File: src/rtl/ddc_pkg.sv
package ddc_pkg;
  typedef enum logic [2:0] {
    EV_NONE       = 3'd0,
    EV_READ       = 3'd1,
    EV_EARLY_WR   = 3'd2,
    EV_LATE_WR    = 3'd3,
    EV_RAS_ONLY   = 3'd4,
    EV_CBR        = 3'd5,
    EV_HIDDEN     = 3'd6,
    EV_TEST_ENTRY = 3'd7
  } evt_e;

  // Decisions passed from the strobe control to the datapath, one clock wide.
  typedef struct packed {
    logic rowLatch;
    logic rasOnly;
    logic cbr;
    logic hidden;
    logic testEnter;
    logic rd;
    logic earlyWr;
    logic lateWr;
    logic drive;
  } strobe_t;
endpackage

File: src/rtl/ddcStrobeCtl.sv
module ddcStrobeCtl
  import ddc_pkg::*;
(
  input  logic    clk,
  input  logic    rstN,
  input  logic    rasN,
  input  logic    casN,
  input  logic    weN,
  input  logic    oeN,
  output strobe_t ev
);
  logic prevRas, prevCas, prevWe;
  logic rowOpen, casSeen, colRead, lateArm;
  logic rasFall, rasRise, casFall, casRise, weFall;
  logic cbrLike, colStart, colReadNext;

  always_comb begin
    rasFall  = prevRas & ~rasN;
    rasRise  = ~prevRas & rasN;
    casFall  = prevCas & ~casN;
    casRise  = ~prevCas & casN;
    weFall   = prevWe & ~weN;
    cbrLike  = rasFall & ~casN;
    colStart = casFall & rowOpen & ~rasN;

    ev.rowLatch  = rasFall & casN;
    ev.hidden    = cbrLike & weN & colRead;
    ev.cbr       = cbrLike & weN & ~colRead;
    ev.testEnter = cbrLike & ~weN;
    ev.rd        = colStart & prevWe;
    ev.earlyWr   = colStart & ~prevWe;
    // a write-enable fall in the same sample as the column fall counts as late
    ev.lateWr    = weFall & ~casN & (lateArm | ev.rd);
    ev.rasOnly   = rasRise & rowOpen & ~casSeen;

    colReadNext  = ev.rd | (colRead & ~casRise);
    ev.drive     = colReadNext & ~oeN;
  end

  always_ff @(posedge clk or negedge rstN) begin
    if (!rstN) begin
      prevRas <= 1'b1;
      prevCas <= 1'b1;
      prevWe  <= 1'b1;
      rowOpen <= 1'b0;
      casSeen <= 1'b0;
      colRead <= 1'b0;
      lateArm <= 1'b0;
    end else begin
      prevRas <= rasN;
      prevCas <= casN;
      prevWe  <= weN;
      if (ev.rowLatch)  rowOpen <= 1'b1;
      else if (rasRise) rowOpen <= 1'b0;
      if (ev.rowLatch)  casSeen <= 1'b0;
      else if (colStart) casSeen <= 1'b1;
      colRead <= colReadNext;
      if (ev.lateWr | casRise) lateArm <= 1'b0;
      else if (ev.rd)          lateArm <= 1'b1;
    end
  end

  a_r3_early_never_reads: assert property (@(posedge clk) disable iff (!rstN)
    ev.earlyWr |-> !ev.drive);
endmodule

File: src/rtl/ddcDataPath.sv
module ddcDataPath
  import ddc_pkg::*;
#(
  parameter int   ROW_W         = 10,
  parameter logic TEST_ON_RESET = 1'b1
) (
  input  logic             clk,
  input  logic             rstN,
  input  strobe_t          ev,
  input  logic [ROW_W-1:0] rowAddr,
  output evt_e             evtType,
  output logic [ROW_W-1:0] refreshRow,
  output logic             testMode,
  output logic             outEn
);
  localparam logic [ROW_W-1:0] ONE = ROW_W'(1);

  logic [ROW_W-1:0] refCount, rowHold;
  evt_e evtNext;

  always_comb begin
    if (ev.testEnter)     evtNext = EV_TEST_ENTRY;
    else if (ev.hidden)   evtNext = EV_HIDDEN;
    else if (ev.cbr)      evtNext = EV_CBR;
    else if (ev.lateWr)   evtNext = EV_LATE_WR;
    else if (ev.earlyWr)  evtNext = EV_EARLY_WR;
    else if (ev.rd)       evtNext = EV_READ;
    else if (ev.rasOnly)  evtNext = EV_RAS_ONLY;
    else                  evtNext = EV_NONE;
  end

  always_ff @(posedge clk or negedge rstN) begin
    if (!rstN) begin
      evtType    <= EV_NONE;
      refreshRow <= '0;
      refCount   <= '0;
      rowHold    <= '0;
      testMode   <= TEST_ON_RESET;
      outEn      <= 1'b0;
    end else begin
      evtType <= evtNext;
      outEn   <= ev.drive;
      if (ev.rowLatch) rowHold <= rowAddr;
      if (ev.cbr | ev.hidden) begin
        refreshRow <= refCount;
        refCount   <= refCount + ONE;
      end else if (ev.rasOnly) begin
        refreshRow <= rowHold;
      end
      if (ev.testEnter) testMode <= 1'b1;
      else if (ev.rasOnly | ev.cbr | ev.hidden) testMode <= 1'b0;
    end
  end

  a_r8_test_rise_on_entry: assert property (@(posedge clk) disable iff (!rstN)
    $rose(testMode) |-> evtType == EV_TEST_ENTRY);
  a_r9_test_fall_on_refresh: assert property (@(posedge clk) disable iff (!rstN)
    $fell(testMode) |-> (evtType == EV_RAS_ONLY || evtType == EV_CBR || evtType == EV_HIDDEN));
  a_r6_counter_step: assert property (@(posedge clk) disable iff (!rstN)
    (evtType == EV_CBR || evtType == EV_HIDDEN) |-> refCount == $past(refCount) + ONE);
  a_r3_early_no_drive: assert property (@(posedge clk) disable iff (!rstN)
    (evtType == EV_EARLY_WR) |-> !outEn);
endmodule

File: src/rtl/dramCycleDecoder.sv
module dramCycleDecoder
  import ddc_pkg::*;
#(
  parameter int   ROW_W         = 10,
  parameter logic TEST_ON_RESET = 1'b1
) (
  input  logic             clk,
  input  logic             rstN,
  input  logic             rasN,
  input  logic             casN,
  input  logic             weN,
  input  logic             oeN,
  input  logic [ROW_W-1:0] rowAddr,
  output logic [2:0]       evtType,
  output logic [ROW_W-1:0] refreshRow,
  output logic             testMode,
  output logic             outEn
);
  strobe_t ev;
  evt_e    evtQ;

  ddcStrobeCtl uCtl (
    .clk(clk), .rstN(rstN), .rasN(rasN), .casN(casN),
    .weN(weN), .oeN(oeN), .ev(ev)
  );

  ddcDataPath #(.ROW_W(ROW_W), .TEST_ON_RESET(TEST_ON_RESET)) uDp (
    .clk(clk), .rstN(rstN), .ev(ev), .rowAddr(rowAddr),
    .evtType(evtQ), .refreshRow(refreshRow), .testMode(testMode), .outEn(outEn)
  );

  assign evtType = evtQ;

  a_r10_cas_high_no_drive: assert property (@(posedge clk) disable iff (!rstN)
    $past(casN) |-> !outEn);
  a_r10_oe_high_no_drive: assert property (@(posedge clk) disable iff (!rstN)
    $past(oeN) |-> !outEn);
endmodule

File: config.mk
export PLATFORM = sky130hd
export DESIGN_NAME = dramCycleDecoder
export DESIGN_NICKNAME = d
export VERILOG_FILES = /design/src/rtl/ddc_pkg.sv /design/src/rtl/ddcStrobeCtl.sv /design/src/rtl/ddcDataPath.sv /design/src/rtl/dramCycleDecoder.sv
export SDC_FILE = /design/constraint.sdc
export NUM_CORES = 1
export LEC_CHECK = 0
export BUFFER_PORTS_ARGS = -buffer_cell sky130_fd_sc_hd__clkbuf_2
export CAP_MARGIN = 5
export CELL_PAD_IN_SITES_DETAIL_PLACEMENT = 1
export CELL_PAD_IN_SITES_GLOBAL_PLACEMENT = 1
export CORE_MARGIN = 4
export CORE_UTILIZATION = 39
export DETAILED_ROUTE_END_ITERATION = 12
export GPL_ROUTABILITY_DRIVEN = 0
export MAX_ROUTING_LAYER = met4
export PLACE_DENSITY_LB_ADDON = 0.1
export SLEW_MARGIN = 25
export SYNTH_ARGS = -nofsm -noshare
export SYNTH_HDL_FRONTEND = slang
export SYNTH_SLANG_ARGS = --single-unit
File: constraint.sdc
create_clock -name clk -period 1.3 [get_ports clk]
set_input_delay 0.195 -clock clk [delete_from_list [all_inputs] [get_ports clk]]
set_output_delay 0.195 -clock clk [all_outputs]
set_load 0.05 [all_outputs]
==> summary.md <==
| Metric | Value |
|---|---|
| Largest net degree at the start of global routing | 43 |
| Finish-stage setup viols | 26 |
| Final wirelength | 4420 µm |
| Via density | 5.16 |
| Initial Utilization | 41.1% |
| Failing checks | negative setup slack |
| Crit path cell chain | buf_4 > nor3b_4 > o22ai_1 > a221o_1 |
| Tcrit/Tclk final | 111% |
| Core area | 4470 µm² |
| MaxCap Viol Count | 0 |
| Clk slew on worst S/H paths | 0.07 ns |
| Final worst slack | -0.142 ns |
| Critical Path Source Type | flip-flop |
| Die area | 5880 µm² |
| Worst setup EP type | flip-flop |
| Nets | 228 |
| Hold Fails Final Rpt | 0 |
| Max Freq | 693 MHz |
| Port Buffers | 30 |
| Total Power | 3.80 mW |
| Seq/Total Area, Yosys | 57.4% |
| Synth Cell Area | 1840 µm² |
| Setup slack, reg-to-reg | -0.14 ns |
| CP Class | flip-flop to flip-flop |
| Share of cells above drive strength 1 | 50.9% |
| Final Skew | 0.00553 ns |
| Die height | 76.7 µm |
| Drt wl/cell | 16.8 µm |
| Outcome | finished, violations left |
| Relative slew slack | 80.9% |
| Synth Instances | 150 |
| RSZ-0062 raised after global routing | true |
| CTS Root Cell | clkbuf_8 |
| Detailed Place HPWL | 3150 µm |
| Flops & latches, synth | 42 |
| Static Leak | 1.22 nW |
| H-Tree Depth | 2 |
| Clk_lat worst skew | 0.28 ns |
| DRC violations left | 0 |
| Clock buffer depth | 2 |
| YS warnings | 0 |
| Post-synth EDFFs | 0 |
| Syn_area_per_cell | 12.3 µm² |
| Ant diodes | 0 |
| Core Util, Final | 56.4% |
| Post-synth ARST share | 100% |
| Remaining global-route overflow | 0 |
| Area delta synth->final | 37.1% |
| Total CTS buffers | 5 |
| Initial antenna violation count | 0 |
| Type of the worst min-delay path | input port to flip-flop |
| I/O pins | 31 |
| Total track usage | 15.8% |
| Final number of max-transition violations | 0 |
| Syn nets | 167 |
| Crit path required time | 1.46 ns |
| Largest stage delay, worst path | 0.60 ns |
| Fin crit period | 1.44 ns |
| PwrDens | 1500 nW/µm² |
| Tightest Pin Transition | 0.287 ns |
| Top_reg_cell synth | dfrtp_1 |
| Slowest cell on crit path | dfstp_2 |
| Crit path DAT | 1.60 ns |
| Initial DRC count | 29 |
| Routed Antenna Nets | 0 |
| Routed vias | 1362 |
| Largest fanout on the critical path | 6 |
| Hold slack final | 0.0659 ns |
| Sink Count | 42 |
| FILL cells | 462 |
| CTS tree | done |
| Vias in the first global route | 1477 |
| First-pass GRT wire length | 7300 µm |
| Router iterations before antenna repair | 4 |
| Die width | 76.7 µm |
| Library cells used by synthesis | 36 |
| Floorplan row count | 24 |
| Max VDD drop | 1.12 mV |
## cells by family after synthesis
group / Yosys count / share of synthesized area, %
compound gates: 33 / 12.8
fa+ha+maj: 1 / 0.680
simple gates: 34 / 12.6
flops: 42 / 57.4
buf+inv: 19 / 4.96
mux: 12 / 7.21
xor+xnor: 9 / 4.28
## sequential cells by signal (all words and copies together) (netlist names)
register	flops
uCtl.rowOpen	1
uDp.testMode	1
uCtl.casSeen	1
uCtl.lateArm	1
uCtl.colRead	1
uCtl.prevWe	1
uDp.rowHold	10
uCtl.prevCas	1
uDp.refreshRow	10
uDp.refCount	10
uDp.outEn	1
uDp.evtType	3
uCtl.prevRas	1
## metal layers
layer | global-route usage, % | routed length [µm] | vias up
met5 | - | 0 | -
met4 | 4.89 | 46 | 0
met3 | 3.28 | 171 | 5
met2 | 26.4 | 2240 | 29
met1 | 19.2 | 1970 | 682
li1 | - | - | 646
## synthesized netlist by cell type, drive strengths merged, types with 3 or more instances
master / count / share of area (%)
dfstp: 4 / 5.7
o22ai: 11 / 3.7
dfrtp: 38 / 52
a21oi: 14 / 5.6
mux2: 10 / 6.1
nor2: 3 / 0.61
buf: 6 / 2.3
xor2: 4 / 1.9
nor3: 3 / 1.6
nand2: 12 / 2.4
nand4: 3 / 1.0
inv: 13 / 2.7
xnor2: 5 / 2.4
## cell type report
type                            count  area (µm²)  area share (%)
Sequential cell                    42        1060            41.8
Tap cell                           52        65.1            2.58
Multi-Input combinational cell     90         831            32.9
Timing Repair Buffer               59         443            17.6
Inverter                           13        48.8            1.93
Clock buffer                        8        80.1            3.17
## timing repair
| action | CTS | global route |
|---|---|---|
| setup endpoints to repair | 18 | 28 |
| hold buffers | 1 | 0 |
| resized for setup | 2 | 25 |
| pin swaps | 3 | 15 |
| endpoints found under the hold margin | 38 | 0 |
| cloned | 0 | 2 |
| setup buffers | 3 | 3 |
## path summary, 6_finish.rpt
path	cells past startpoint	start	to
setup / recovery	4	uCtl.prevRas	uDp.evtType[1]
hold / removal	2	oeN	uDp.outEn
setup reg to reg	4	uCtl.prevRas	uDp.evtType[1]
hold reg to reg	2	uDp.testMode	uDp.testMode
max in group asynchronous	3	rstN	uCtl.prevCas
min in group asynchronous	3	rstN	uDp.refreshRow[3]
## cells in the final DEF, fill, tap and decap left out, types with 6 or more instances in the layout
master	count
buf_6	6
buf_4	18
dfrtp_1	38
a21oi_2	10
nand2_1	11
inv_1	13
clkbuf_2	29
mux2_2	10
## metrics by stage
stage | setup slack, ns | setup TNS [ns] | instances | area, µm²
after floorplan | -0.0141 | -0.0775 | 150 | 1890
after global placement | -0.0542 | -0.202 | 247 | 2230
after detailed placement | -0.115 | -0.858 | 247 | 2230
after CTS | -0.119 | -1.30 | 259 | 2350
after global routing | -0.214 | -3.71 | 264 | 2520
final | -0.142 | -1.74 | 264 | 2520
## worst max-delay path, delay by kind of cell, from the launching register on
kind / cells / cell delay (ns)
DFF: 1 / 0.60
AOI/OAI and AO/OA: 2 / 0.39
and+or+nand+nor: 1 / 0.20
buffers and inverters: 1 / 0.13
## power by group
part / switching (mW) / internal, mW / total, mW / leakage, nW
registers: 0.174 / 1.57 / 1.74 / 0.508
clock network: 0.403 / 0.382 / 0.784 / 0.0395
logic: 0.817 / 0.450 / 1.27 / 0.676
total: 1.39 / 2.40 / 3.80 / 1.22
Note: power is estimated with default switching activity, not from simulation.
